**config.mk**
```make
export PLATFORM = sky130hd
export DESIGN_NAME = hppi_select
export DESIGN_NICKNAME = d
export VERILOG_FILES = /design/src/rtl/hppi_pkg.sv /design/src/rtl/hppi_elig.sv /design/src/rtl/hppi_route.sv /design/src/rtl/hppi_pick.sv /design/src/rtl/hppi_select.sv
export SDC_FILE = /design/constraint.sdc
export NUM_CORES = 1
export LEC_CHECK = 0
export CAP_MARGIN = 20
export CELL_PAD_IN_SITES_DETAIL_PLACEMENT = 0
export CELL_PAD_IN_SITES_GLOBAL_PLACEMENT = 2
export CORE_ASPECT_RATIO = 0.8
export CORE_MARGIN = 3
export CORE_UTILIZATION = 26
export DETAILED_ROUTE_END_ITERATION = 12
export HOLD_SLACK_MARGIN = 0.12
export PLACE_DENSITY_LB_ADDON = 0.1
export SLEW_MARGIN = 20
export SYNTH_ARGS = -nofsm -noshare
export SYNTH_HDL_FRONTEND = slang
export SYNTH_SLANG_ARGS = --single-unit
export TNS_END_PERCENT = 30
```
**constraint.sdc**
```tcl
create_clock -name clk -period 45.2 [get_ports clk]
set_input_delay 6.78 -clock clk [delete_from_list [all_inputs] [get_ports clk]]
set_output_delay 6.78 -clock clk [all_outputs]
set_load 0.005 [all_outputs]
```
**src/rtl/hppi_pkg.sv**
```systemverilog
`timescale 1ns/1ps
package hppi_pkg;

    localparam int PRIO_W = 8;
    localparam int AFF_W  = 32;
    localparam int GRP_W  = 2;
    localparam int NGRP   = 3;

    localparam logic [PRIO_W-1:0] PRIO_IDLE = '1;

    typedef enum logic [GRP_W-1:0] {
        GRP_SEC0 = 2'd0,
        GRP_NS1  = 2'd1,
        GRP_SEC1 = 2'd2,
        GRP_RSVD = 2'd3
    } grp_e;

    typedef struct packed {
        logic              valid;
        logic [PRIO_W-1:0] prio;
        logic [GRP_W-1:0]  grp;
    } sel_meta_t;

    // Look up a per-group flag; the reserved code never matches.
    function automatic logic grp_sel(input logic [NGRP-1:0] vec,
                                     input logic [GRP_W-1:0] g);
        case (grp_e'(g))
            GRP_SEC0: return vec[0];
            GRP_NS1:  return vec[1];
            GRP_SEC1: return vec[2];
            default:  return 1'b0;
        endcase
    endfunction

    // Strictly more urgent: a lower number wins, an equal one does not.
    function automatic logic prio_wins(input logic [PRIO_W-1:0] cand,
                                       input logic [PRIO_W-1:0] cur);
        return cand < cur;
    endfunction

endpackage

```
**src/rtl/hppi_elig.sv**
```systemverilog
`timescale 1ns/1ps
module hppi_elig
    import hppi_pkg::*;
#(
    parameter int NL = 16
) (
    input  logic [NL-1:0]            pend,
    input  logic [NL-1:0]            en,
    input  logic [NL-1:0]            act,
    input  logic [NL-1:0][GRP_W-1:0] grp,
    input  logic [NGRP-1:0]          grp_en,
    output logic [NL-1:0]            elig
);
    for (genvar l = 0; l < NL; l++) begin : g_line
        assign elig[l] = pend[l] & en[l] & ~act[l] & grp_sel(grp_en, grp[l]);
    end
endmodule

```
**src/rtl/hppi_route.sv**
```systemverilog
`timescale 1ns/1ps
module hppi_route
    import hppi_pkg::*;
#(
    parameter int NL = 16,
    parameter int NT = 2
) (
    input  logic [NL-1:0]              line_any,
    input  logic [NL-1:0][GRP_W-1:0]   line_grp,
    input  logic [NL-1:0][AFF_W-1:0]   line_aff,
    input  logic [NT-1:0][AFF_W-1:0]   tgt_aff,
    input  logic [NT-1:0][NGRP-1:0]    tgt_acc,
    output logic [NL-1:0][NT-1:0]      route_oh
);
    for (genvar l = 0; l < NL; l++) begin : g_line
        logic [NT-1:0] hit;
        always_comb begin
            for (int t = 0; t < NT; t++) begin
                if (line_any[l])
                    hit[t] = grp_sel(tgt_acc[t], line_grp[l]);
                else
                    hit[t] = (line_aff[l] == tgt_aff[t]);
            end
        end
        // keep only the lowest-indexed matching target
        assign route_oh[l] = hit & (~hit + NT'(1));
    end
endmodule

```
**src/rtl/hppi_pick.sv**
```systemverilog
`timescale 1ns/1ps
module hppi_pick
    import hppi_pkg::*;
#(
    parameter int NL   = 16,
    parameter int ID_W = 4
) (
    input  logic [NL-1:0]             cand,
    input  logic [NL-1:0][PRIO_W-1:0] prio,
    input  logic [NL-1:0][GRP_W-1:0]  grp,
    output sel_meta_t                 meta,
    output logic [ID_W-1:0]           id
);
    // Ascending scan with a strict compare, so the lower ID keeps a tie.
    always_comb begin
        meta = '{valid: 1'b0, prio: PRIO_IDLE, grp: '0};
        id   = '0;
        for (int l = 0; l < NL; l++) begin
            if (cand[l] && (!meta.valid || prio_wins(prio[l], meta.prio))) begin
                meta.valid = 1'b1;
                meta.prio  = prio[l];
                meta.grp   = grp[l];
                id         = ID_W'(l);
            end
        end
    end
endmodule

```
**src/rtl/hppi_select.sv**
```systemverilog
`timescale 1ns/1ps
module hppi_select
    import hppi_pkg::*;
#(
    parameter int NUM_LINES = 16,
    parameter int NUM_TGTS  = 2,
    localparam int ID_W     = (NUM_LINES > 1) ? $clog2(NUM_LINES) : 1
) (
    input  logic                                clk,
    input  logic                                rst,
    input  logic [NUM_LINES-1:0]                line_pend,
    input  logic [NUM_LINES-1:0]                line_en,
    input  logic [NUM_LINES-1:0]                line_act,
    input  logic [NUM_LINES-1:0][GRP_W-1:0]     line_grp,
    input  logic [NUM_LINES-1:0][PRIO_W-1:0]    line_prio,
    input  logic [NUM_LINES-1:0]                line_any,
    input  logic [NUM_LINES-1:0][AFF_W-1:0]     line_aff,
    input  logic [NGRP-1:0]                     grp_en,
    input  logic [NUM_TGTS-1:0][AFF_W-1:0]      tgt_aff,
    input  logic [NUM_TGTS-1:0][NGRP-1:0]       tgt_any_acc,
    output logic [NUM_TGTS-1:0]                 hp_valid,
    output logic [NUM_TGTS-1:0][ID_W-1:0]       hp_id,
    output logic [NUM_TGTS-1:0][PRIO_W-1:0]     hp_prio,
    output logic [NUM_TGTS-1:0][GRP_W-1:0]      hp_grp
);
    logic [NUM_LINES-1:0]                elig;
    logic [NUM_LINES-1:0][NUM_TGTS-1:0]  route_oh;
    logic [NUM_TGTS-1:0][NUM_LINES-1:0]  cmask;
    sel_meta_t [NUM_TGTS-1:0]            nxt_meta;
    logic [NUM_TGTS-1:0][ID_W-1:0]       nxt_id;

    hppi_elig #(.NL(NUM_LINES)) u_elig (
        .pend   (line_pend),
        .en     (line_en),
        .act    (line_act),
        .grp    (line_grp),
        .grp_en (grp_en),
        .elig   (elig)
    );

    hppi_route #(.NL(NUM_LINES), .NT(NUM_TGTS)) u_route (
        .line_any (line_any),
        .line_grp (line_grp),
        .line_aff (line_aff),
        .tgt_aff  (tgt_aff),
        .tgt_acc  (tgt_any_acc),
        .route_oh (route_oh)
    );

    for (genvar t = 0; t < NUM_TGTS; t++) begin : g_tgt
        for (genvar l = 0; l < NUM_LINES; l++) begin : g_mask
            assign cmask[t][l] = elig[l] & route_oh[l][t];
        end

        hppi_pick #(.NL(NUM_LINES), .ID_W(ID_W)) u_pick (
            .cand (cmask[t]),
            .prio (line_prio),
            .grp  (line_grp),
            .meta (nxt_meta[t]),
            .id   (nxt_id[t])
        );

        always_ff @(posedge clk) begin
            if (rst) begin
                hp_valid[t] <= 1'b0;
                hp_id[t]    <= '0;
                hp_prio[t]  <= PRIO_IDLE;
                hp_grp[t]   <= '0;
            end else begin
                hp_valid[t] <= nxt_meta[t].valid;
                hp_id[t]    <= nxt_id[t];
                hp_prio[t]  <= nxt_meta[t].prio;
                hp_grp[t]   <= nxt_meta[t].grp;
            end
        end
    end

    // ---------------- assertions ----------------
    // Snapshots of the inputs and of the intermediate masks from the same edge
    // that loaded the outputs.
    logic [NUM_LINES-1:0]               pend_q, en_q, act_q;
    logic [NUM_LINES-1:0][GRP_W-1:0]    grp_q;
    logic [NUM_LINES-1:0][PRIO_W-1:0]   prio_q;
    logic [NGRP-1:0]                    gen_q;
    logic [NUM_LINES-1:0][NUM_TGTS-1:0] route_q;
    logic [NUM_TGTS-1:0][NUM_LINES-1:0] cmask_q;

    always_ff @(posedge clk) begin
        pend_q  <= line_pend;
        en_q    <= line_en;
        act_q   <= line_act;
        grp_q   <= line_grp;
        prio_q  <= line_prio;
        gen_q   <= grp_en;
        route_q <= route_oh;
        if (rst) cmask_q <= '0;
        else     cmask_q <= cmask;
    end

    for (genvar t = 0; t < NUM_TGTS; t++) begin : g_chk
        p_cand_rule_r1: assert property (@(posedge clk) disable iff (rst)
            hp_valid[t] |-> (pend_q[hp_id[t]] && en_q[hp_id[t]] && !act_q[hp_id[t]]
                             && grp_sel(gen_q, grp_q[hp_id[t]])));

        p_fields_r3: assert property (@(posedge clk) disable iff (rst)
            hp_valid[t] |-> (hp_prio[t] == prio_q[hp_id[t]] && hp_grp[t] == grp_q[hp_id[t]]));

        p_routed_r6: assert property (@(posedge clk) disable iff (rst)
            hp_valid[t] |-> route_q[hp_id[t]][t]);

        p_empty_r8: assert property (@(posedge clk) disable iff (rst)
            (cmask_q[t] == '0) |-> (!hp_valid[t] && hp_prio[t] == PRIO_IDLE));

        for (genvar l = 0; l < NUM_LINES; l++) begin : g_best
            p_best_r2: assert property (@(posedge clk) disable iff (rst)
                cmask_q[t][l] |-> (hp_valid[t] &&
                    (hp_prio[t] < prio_q[l] ||
                     (hp_prio[t] == prio_q[l] && hp_id[t] <= ID_W'(l)))));
        end
    end
endmodule

```
# Word level (Yosys, flattened, before mapping)
# Cells that the tools add are included.
[classes] addsub=16 reduce_logical=106 multipliers=0 muxes=142 shift=0 eq_ne=64 div_mod_pow=0 n_bitwise=128 magnitude_cmp=30
[op_table] operator="$eq A32 B32 Y1" count=32
[op_table] operator="$mux W11" count=32
[op_table] operator="$lt A8 B8 Y1" count=30
[op_table] operator="$pmux W1 S3" count=48
[op_table] operator="$and A1 B1 Y1" count=80
[op_table] operator="$mux W4" count=16
[op_table] operator="$mux W1" count=34
[op_table] operator="$add A2 B1 Y2 const B" count=16
[op_table] operator="$and A2 B2 Y2" count=16
[op_table] operator="$eq A2 B1 Y1 const B" count=16
[op_table] operator="$eq A2 B2 Y1 const B" count=16
[op_table] operator="$logic_not A2 Y1" count=16
[op_table] operator="$not A2 Y2" count=16
[op_table] operator="$logic_and A1 B1 Y1" count=30
[op_table] operator="$logic_not A1 Y1" count=30
[op_table] operator="$logic_or A1 B1 Y1" count=30
[op_table] operator="$mux W3" count=8
[op_table] operator="$not A1 Y1" count=16
[op_table] operator="$mux W2" count=4
[word_totals] rom_bits=0 latchBits=0 reg_bits=30 inputBits=811 out_inout_bits=30 mem_count=0 mem_bits_rw=0

# Depth between registers and ports, before layout
# Gate-level depths: netlist of run 1.
[logic_depth] word_depth=68 ltp_mapped=183

# Cells and area by module
# Synthesis of run 1 repeated with hierarchy kept, for this count alone.
[unflattened] cells_unflattened=3567 hier_area_um2=26728.1
[by_module_without_submodules] module="hppi_route" cells_each=1691 seq_area_each_um2=0.0 n_inst=1 area_each_um2=13251.5
[by_module_without_submodules] module="hppi_pick at g_tgt[1].u_pick" cells_each=896 seq_area_each_um2=0.0 n_inst=1 area_each_um2=6180.9
[by_module_without_submodules] module="hppi_pick at g_tgt[0].u_pick" cells_each=817 seq_area_each_um2=0.0 n_inst=1 area_each_um2=5724.2
[by_module_without_submodules] module="hppi_select" cells_each=95 seq_area_each_um2=600.6 n_inst=1 area_each_um2=1016.0
[by_module_without_submodules] module="hppi_elig" cells_each=68 seq_area_each_um2=0.0 n_inst=1 area_each_um2=555.5

# Worst setup path after synthesis of run 1
# Ideal clock, no wire load.
[synth_path] path_kind="input to register" start="in tgt_aff[31] (netlist name)" end="reg hp_grp[3] (netlist name)" n_path_buf=17 t_arrival_ns=37.392 t_required_ns=45.128 setup_ns=0.072 slack_ns=7.736 cell_stages=169 cell_sequence="clkbuf_1 > xor2_1 > nor4_1 > nand4_1 > or3_1 > nand3_1 > clkbuf_1 > nor2_1 > ha_1 > a21o_1 > a21o_1 > a221o_1 > a41oi_1 > o21ai_1 > clkbuf_1 > nand2_1 > o21ai_0 > ha_1 > [... 133 more ...] > nand2_1 > or4_1 > o31a_2 > nor3_4 > buf_4 > buf_4 > a21oi_1 > ha_1 > a21o_1 > a21o_1 > a21oi_1 > a21oi_1 > o21ai_0 > or3b_2 > mux2_4 > o311ai_2 > buf_8 > mux2i_1"
[synth_between] elab_chain_len=67 elab_cells_between_ends=172 classes_between="16 x add/sub; 15 x order compare; 16 x eq/ne; 32 x mux; 48 x bitwise; 45 x reduce/logical"
[synth_lines] element="from (decl)" line="hppi_select.sv:19" text="input logic [NUM_TGTS-1:0][AFF_W-1:0] tgt_aff,"
[synth_lines] element="$eq A32 B32 Y1" line="hppi_route.sv:22" text="hit[t] = (line_aff[l] == tgt_aff[t]);"
[synth_lines] element="$mux W1" line="hppi_route.sv:19" text="if (line_any[l])"
[synth_lines] element="$not A2 Y2" line="hppi_route.sv:26" text="assign route_oh[l] = hit & (~hit + NT'(1));"
[synth_lines] element="$add A2 B1 Y2" line="hppi_route.sv:26"
[synth_lines] element="$and A2 B2 Y2" line="hppi_route.sv:26"
[synth_lines] element="$and A1 B1 Y1" line="hppi_select.sv:52" text="assign cmask[t][l] = elig[l] & route_oh[l][t];"
[synth_lines] element="$mux W11" line="hppi_pick.sv:19" text="if (cand[l] && (!meta.valid || prio_wins(prio[l], meta.prio))) begin"
[synth_lines] element="$lt A8 B8 Y1 / $logic_not A1 Y1 (equally long branches)" line="hppi_pkg.sv:38, hppi_pick.sv:19"
[synth_lines] element="[... 51 more ...]"
[synth_lines] element="$lt A8 B8 Y1 / $logic_not A1 Y1 (equally long branches)" line="hppi_pkg.sv:38, hppi_pick.sv:19"
[synth_lines] element="$logic_or A1 B1 Y1" line="hppi_pick.sv:19"
[synth_lines] element="$logic_and A1 B1 Y1" line="hppi_pick.sv:19"
[synth_lines] element="$mux W11" line="hppi_pick.sv:19"
[synth_lines] element="$lt A8 B8 Y1 / $logic_not A1 Y1 (equally long branches)" line="hppi_pkg.sv:38, hppi_pick.sv:19"
[synth_lines] element="$logic_or A1 B1 Y1" line="hppi_pick.sv:19"
[synth_lines] element="$logic_and A1 B1 Y1" line="hppi_pick.sv:19"
[synth_lines] element="$mux W11 *" line="hppi_pick.sv:19"
[synth_lines] element="to (signal, indexed assignment)" line="hppi_select.sv:73" text="hp_grp[t] <= nxt_meta[t].grp;"
[synth_lines] element="to (decl)" line="hppi_select.sv:24" text="output logic [NUM_TGTS-1:0][GRP_W-1:0] hp_grp"
# Every way passes the cells marked *; elsewhere a longest branch is shown, timed or not.
# A chain may end at the register's enable or synchronous reset.

# Final worst setup path of run 1
[layout_path] start="in tgt_aff[42] (netlist name)" end="reg hp_prio[14] (netlist name)"
[layout_between] elab_chain_len=67 elab_cells_between_ends=172 classes_between="16 x add/sub; 15 x order compare; 16 x eq/ne; 32 x mux; 48 x bitwise; 45 x reduce/logical"
[layout_lines] element="$eq A32 B32 Y1" line="hppi_route.sv:22"
[layout_lines] element="$mux W1" line="hppi_route.sv:19"
[layout_lines] element="$not A2 Y2" line="hppi_route.sv:26"
[layout_lines] element="$add A2 B1 Y2" line="hppi_route.sv:26"
[layout_lines] element="$and A2 B2 Y2" line="hppi_route.sv:26"
[layout_lines] element="$and A1 B1 Y1" line="hppi_select.sv:52"
[layout_lines] element="$mux W11" line="hppi_pick.sv:19"
[layout_lines] element="$lt A8 B8 Y1 / $logic_not A1 Y1 (equally long branches)" line="hppi_pkg.sv:38, hppi_pick.sv:19"
[layout_lines] element="[... 51 more ...]"
[layout_lines] element="$lt A8 B8 Y1 / $logic_not A1 Y1 (equally long branches)" line="hppi_pkg.sv:38, hppi_pick.sv:19"
[layout_lines] element="$logic_or A1 B1 Y1" line="hppi_pick.sv:19"
[layout_lines] element="$logic_and A1 B1 Y1" line="hppi_pick.sv:19"
[layout_lines] element="$mux W11" line="hppi_pick.sv:19"
[layout_lines] element="$lt A8 B8 Y1 / $logic_not A1 Y1 (equally long branches)" line="hppi_pkg.sv:38, hppi_pick.sv:19"
[layout_lines] element="$logic_or A1 B1 Y1" line="hppi_pick.sv:19"
[layout_lines] element="$logic_and A1 B1 Y1" line="hppi_pick.sv:19"
[layout_lines] element="$mux W11 *" line="hppi_pick.sv:19"
[layout_lines] element="to (signal, indexed assignment)" line="hppi_select.sv:72" text="hp_prio[t] <= nxt_meta[t].prio;"
[layout_lines] element="to (decl)" line="hppi_select.sv:23" text="output logic [NUM_TGTS-1:0][PRIO_W-1:0] hp_prio,"
# Marks and branches as above.

==> metrics, run 1 <==
Sw Pwr 0.1964 mW; crit-path most repeated cell a21oi_1; Synth top area share 0.2681; Detailed Routing Iterations Pass 1 5; die area 100100 um2; post-route clock period utilization 0.9319; TNS Setup 0 ns; Leak 15.02 nW; Sinks on Clock Net 30; status completed; Synth cell types 99; top_reg_cell synth dfxtp_1; asr flop ratio synth 0; number of synthesis warnings 0; H-tree lvl count 2; cell row count 101; Sw Ratio 0.5081; Syn Nets 4451; leading area contributor after synthesis xor2_1; routed len/inst 34.21 um; Fin. Hold Viols 0; I/O pin count 841; Worst Hold Depth 3; count of buffers from port buffering 840; Mapped Cells 3454; peak supply drop 0.01180 mV; Placed Area 34850 um2; Finished Cell Area 35170 um2; critical path class input port to flop; post-route minimum period 42.12 ns; Mapped Area 25050 um2; clk buf depth 2; root buf cell clkbuf_16; most frequent cells after synthesis 767 x xor2_1, 254 x xnor2_1, 207 x nor4_1; post-synthesis sequential area ratio 0.02397; DP HPWL 155.9 mm; CTS clock-pin slew for the worst setup and hold paths 0.05 ns; unrepaired setup endpoints after global routing no; critical path capture point type flop; max-slew violations 0; Layout fillers 10.19k; top post-synthesis cells by area xor2_1 27%, ha_1 9.3%, xnor2_1 8.9%; Clock Power Share 0.089; crit path launch type input port; Tightest Pin Transition 1.082 ns; #FFs+latches synth 30; Final setup viols 0; DRT Wirelength 188.5 mm; total grt overflow 0; count of flip-flops with a built-in enable after synthesis 0; vias per cell 5.646; Final GP Congestion 0.9785; core area 95280 um2; Multi-input gate area 23090 um2; via count 31.12k; first-pass GRT wire length 253.0 mm; Slowest Stage Delay on Critical Path 0.52 ns; Slew HR 0.2710; area delta synth->final 40.38%; HP Start rst; total of max-cap violations 0; largest net degree at the start of global routing 25; DRT antenna net count 0; Max Clock Freq 0.02374 GHz; Cell Pwr Density 10.99 nW/um2; FF/Latch Area 600.6 um2; crit path DAT 42.25 ns; total power 0.3865 mW; Hold Path End hp_id[4]$_SDFF_PP0_; mean cell area of the mapped netlist 7.254 um2; required time of the critical path 45.33 ns; P_int 0.1901 mW; initial antenna violation count 58; Starting Density 0.2629; Crit-path slowest cell a311oi_4; DRC Markers 0; Worst Path Max Fanout 20; clock tree from TritonCTS done; Iter 0 DRT Violations 3578; Global Route Usage Sum 0.3555; Hold Path Class input port to flop; Die H 283.7 um; CTS Buf Count 5; Die X 353.1 um; Nets 5185; sequential power share 0.073; count leader, synth xor2_1; share of layout cells above drive strength 1 0.05586; number of global-route vias before repair 30.55k; Logic pwr share 0.838
==> worst max-delay path by stage <==
stage / to / startpoint / slack [ns]
4_1_cts: hp_grp[3]$_SDFF_PP0_ / tgt_aff[42] / 1.79
2_1_floorplan: hp_grp[3]$_SDFF_PP0_ / tgt_aff[31] / 7.74
6_report: hp_prio[14]$_SDFF_PP1_ / tgt_aff[42] / 3.08
3_5_place_dp: hp_grp[3]$_SDFF_PP0_ / tgt_aff[42] / 1.59
5_1_grt: hp_prio[13]$_SDFF_PP1_ / tgt_aff[42] / 0.07
3_3_place_gp: hp_prio[14]$_SDFF_PP1_ / tgt_aff[42] / 2.28
==> critical path, delay by kind of cell <==
family,cells,cell delay (ns)
xor+xnor,1,0.12
compound gates,82,18.56
buf+inv,14,2.03
simple gates,45,8.31
mux,7,2.01
fa+ha+maj,15,4.29
==> state kept, by name, indices dropped and copies added (netlist names) <==
name	flops
hp_prio	16
hp_grp	4
hp_id	8
hp_valid	2
==> power groups by stage <==
stage,logic [mW],registers [mW],clock network (mW)
2_1_floorplan,0.140,0.0286,0
3_3_place_gp,0.316,0.0290,0
3_5_place_dp,0.313,0.0289,0
4_1_cts,0.315,0.0284,0.0345
5_1_grt,0.338,0.0285,0.0361
6_report,0.324,0.0284,0.0342
==> cells in the final DEF, fill, tap and decap left out, drive strengths merged, types with 19 or more instances in the layout <==
master | synthesis | routed
or3 | 24 | 24
mux2 | 52 | 52
diode | 0 | 36
nor2b | 49 | 49
inv | 160 | 160
xor2 | 767 | 767
nand4 | 131 | 131
ha | 186 | 186
nor4 | 208 | 208
clkdlybuf4s50 | 0 | 829
nor2 | 187 | 187
nand3 | 49 | 49
o21ai | 161 | 161
a31oi | 19 | 19
nand2b | 26 | 26
nor3 | 51 | 52
buf | 86 | 100
o21a | 19 | 19
a21o | 77 | 77
nand2 | 205 | 205
dfxtp | 30 | 30
mux2i | 129 | 129
a21oi | 162 | 162
xnor2 | 254 | 254
==> metrics by stage <==
step	setup WS, ns	instances	hold slack (ns)	util
floorplan	7.736	3454	6.902	-
finish	3.078	5512	7.295	0.3691
CTS	1.793	5473	7.293	0.3674
detailed placement	1.589	5465	7.491	0.3658
global route	0.06553	5503	7.313	0.3689
global placement	2.281	5465	7.490	0.3658
==> timing repair <==
action                     4_1_cts  5_1_grt
setup buffers                    0        2
setup endpoints to repair        0       14
gates resized for setup          0        7
hold buffers                     0        0
==> area by class of cell <==
type / count / area share
multi-input cells: 3061 / 0.6565
repair buffers: 930 / 0.2567
well taps: 1287 / 0.04579
flip-flops and latches: 30 / 0.01708
inverters: 160 / 0.01708
clock buffers: 6 / 0.003949
diodes: 36 / 0.002561
clock inverters: 2 / 0.0003558
==> cell families after synthesis <==
| logic type | count (synthesis) | synth area share |
|---|---|---|
| AOI/OAI and AO/OA | 634 | 0.1713 |
| xor gates and xnor gates | 1021 | 0.3569 |
| adders and majority gates | 191 | 0.09489 |
| buffers and inverters | 364 | 0.05788 |
| DFF | 30 | 0.02397 |
| muxes | 181 | 0.07536 |
| and+or+nand+nor | 1033 | 0.2196 |
==> metal layers <==
metal,part of all wire,GRT usage
met5,0.0011,0
met4,0.041,0.1352
met3,0.096,0.08347
met2,0.42,0.5417
met1,0.44,0.4832
Power figures use the tool's default switching activity.
==> run 2, diff against run 1 <==
==> constraint.sdc (replaced) <==
create_clock -name clk -period 45.2 [get_ports clk]
set_input_delay 4.52 -clock clk [delete_from_list [all_inputs] [get_ports clk]]
set_output_delay 4.52 -clock clk [all_outputs]
set_load 0.005 [all_outputs]
==> run 2 against run 1 <==
Non-clock buffer count down 2. Cell count up 0.16%. Count of clock-buffer cells in the layout down 1. Critical path depth down 4. Critical path type unchanged. Critical endpoint is now hp_prio[13]$_SDFF_PP1_.
==> metrics, run 2 (synthesis gave the netlist of run 1 again) <==
TNS Setup 0 ns (unchanged); Post-CTS Hold Buffers 0 (unchanged); I/O pin count 841 (unchanged); Max Clock Freq 0.02421 GHz (+2.0%); routed len/inst 34.14 um (-0.21%); Leak 15.01 nW (about the same); crit path DAT 41.44 ns (-0.81 ns); Setup Buffers After CTS 0 (unchanged); total grt overflow 0 (unchanged); Hold Path Class input port to flop; CP top delay family compound AO/OA/AOI/OAI gates; Iter 0 DRT Violations 3535 (-1.2%); Sinks on Clock Net 30 (unchanged); status completed; DP HPWL 154.2 mm (-1.1%); biggest regs hp_prio: 16 flops, hp_id: 8 flops, hp_grp: 4 flops; Global Route Usage Sum 0.3548 (-0.0006802); number of global-route vias before repair 30.27k (-0.92%); Min Hold Slack 5.033 ns (-2.262 ns); CP Depth 160 (-2.4%); post-route minimum period 41.31 ns (-0.8110 ns); DRC Markers 0 (unchanged); CTS clock-pin slew for the worst setup and hold paths 0.05 ns (about the same); first-pass GRT wire length 251.7 mm (-0.55%); Final setup viols 0 (unchanged); Crit-path slowest cell a311oi_2; crit-path most repeated cell a21oi_1; Die H 283.7 um (unchanged); clock tree from TritonCTS done; peak supply drop 0.01420 mV (+20%); largest net degree at the start of global routing 25 (unchanged); DRT Wirelength 188.5 mm (about the same); critical path capture point type flop; commonest non-fill, non-tap cell in the layout clkdlybuf4s50_1; share of layout cells above drive strength 1 0.05399 (-0.001871); Starting Density 0.2629 (unchanged); Die X 353.1 um (unchanged); core area 95280 um2 (unchanged); vias per cell 5.631 (-0.26%); clk buf depth 2 (unchanged); crit path buf inv count 14 (unchanged); post-cts resize count 0 (unchanged); Top reg by flops hp_prio; max-slew violations 0 (unchanged); total power 0.3898 mW (+0.86%); initial antenna violation count 57 (-1.7%); root buf cell clkbuf_16; critical path class input port to flop; unrepaired setup endpoints after global routing no; Detailed Routing Iterations Pass 1 5 (unchanged); Slew HR 0.3127 (+0.04173); cell row count 101 (unchanged); max reg flops 16 (unchanged); via count 31.09k (-0.096%); Nets 5182 (-0.058%); post-route clock period utilization 0.9140 (-0.01794); crit path launch type input port; area delta synth->final 40.30% (about the same); count of buffers from port buffering 840 (unchanged); H-tree lvl count 2 (unchanged); Hold Path End hp_id[6]$_SDFF_PP0_; HP Start rst; Cell Pwr Density 11.09 nW/um2 (+0.91%); required time of the critical path 45.32 ns (about the same); CTS Buf Count 5 (unchanged); total of max-cap violations 0 (unchanged); DRT antenna net count 0 (unchanged); Fin. Hold Viols 0 (unchanged); Tightest Pin Transition 1.020 ns (-0.06194 ns); Worst Path Max Fanout 23 (+15%); Slowest Stage Delay on Critical Path 0.72 ns (+0.20 ns); die area 100100 um2 (unchanged); Worst Hold Depth 3 (unchanged); Final GP Congestion 0.9676 (-1.1%); commonest cells after routing, fill and taps aside 829 x clkdlybuf4s50_1, 767 x xor2_1, 254 x xnor2_1, 207 x nor4_1, 204 x nand2_1
## run 2: how the worst max path moves through the flow
stage | slack (ns) | endpoint | start
2_1_floorplan | 10.0 | hp_grp[3]$_SDFF_PP0_ | tgt_aff[31]
3_3_place_gp | 4.63 | hp_prio[14]$_SDFF_PP1_ | tgt_aff[42]
3_5_place_dp | 4.41 | hp_prio[13]$_SDFF_PP1_ | tgt_aff[57]
4_1_cts | 4.55 | hp_prio[13]$_SDFF_PP1_ | tgt_aff[42]
5_1_grt | 0.55 | hp_prio[11]$_SDFF_PP1_ | tgt_aff[42]
6_report | 3.89 | hp_prio[13]$_SDFF_PP1_ | tgt_aff[42]
## run 2: metrics by stage
step / area, um2 / util / std cells / worst slack, ns
2_1_floorplan: 25050 / - / 3454 / 9.996
3_3_place_gp: 34850 / 0.3658 / 5465 / 4.627
3_5_place_dp: 34860 / 0.3658 / 5465 / 4.410
4_1_cts: 35020 / 0.3675 / 5473 / 4.552
5_1_grt: 35120 / 0.3686 / 5508 / 0.5457
6_report: 35150 / 0.3689 / 5521 / 3.889
## run 2: report_power, final
part           internal [mW]  leakage (nW)  switching, mW
combinational          0.141          14.7          0.182
sequential            0.0276         0.244       0.000883
clock                 0.0258        0.0839         0.0128
total                  0.194          15.0          0.196
## run 2: cell type report
class                           instances  area, um2
Tap cell                             1287       1610
Clock inverter                          3      40.04
Sequential cell                        30      600.6
Antenna cell                           48      120.1
Multi-Input combinational cell       3060      23040
Timing Repair Buffer                  928       9014
Clock buffer                            5      125.1
Inverter                              160      600.6
Fill cell                           10170      60130
## run 2: routing by layer
layer,share of wire,wire [um],global-route usage,vias up
li1,-,-,-,13790
met4,0.043,8052,0.1414,20
met2,0.42,78970,0.5313,1919
met5,0.00098,185,0,-
met3,0.10,19410,0.09234,410
met1,0.43,81850,0.4818,14950
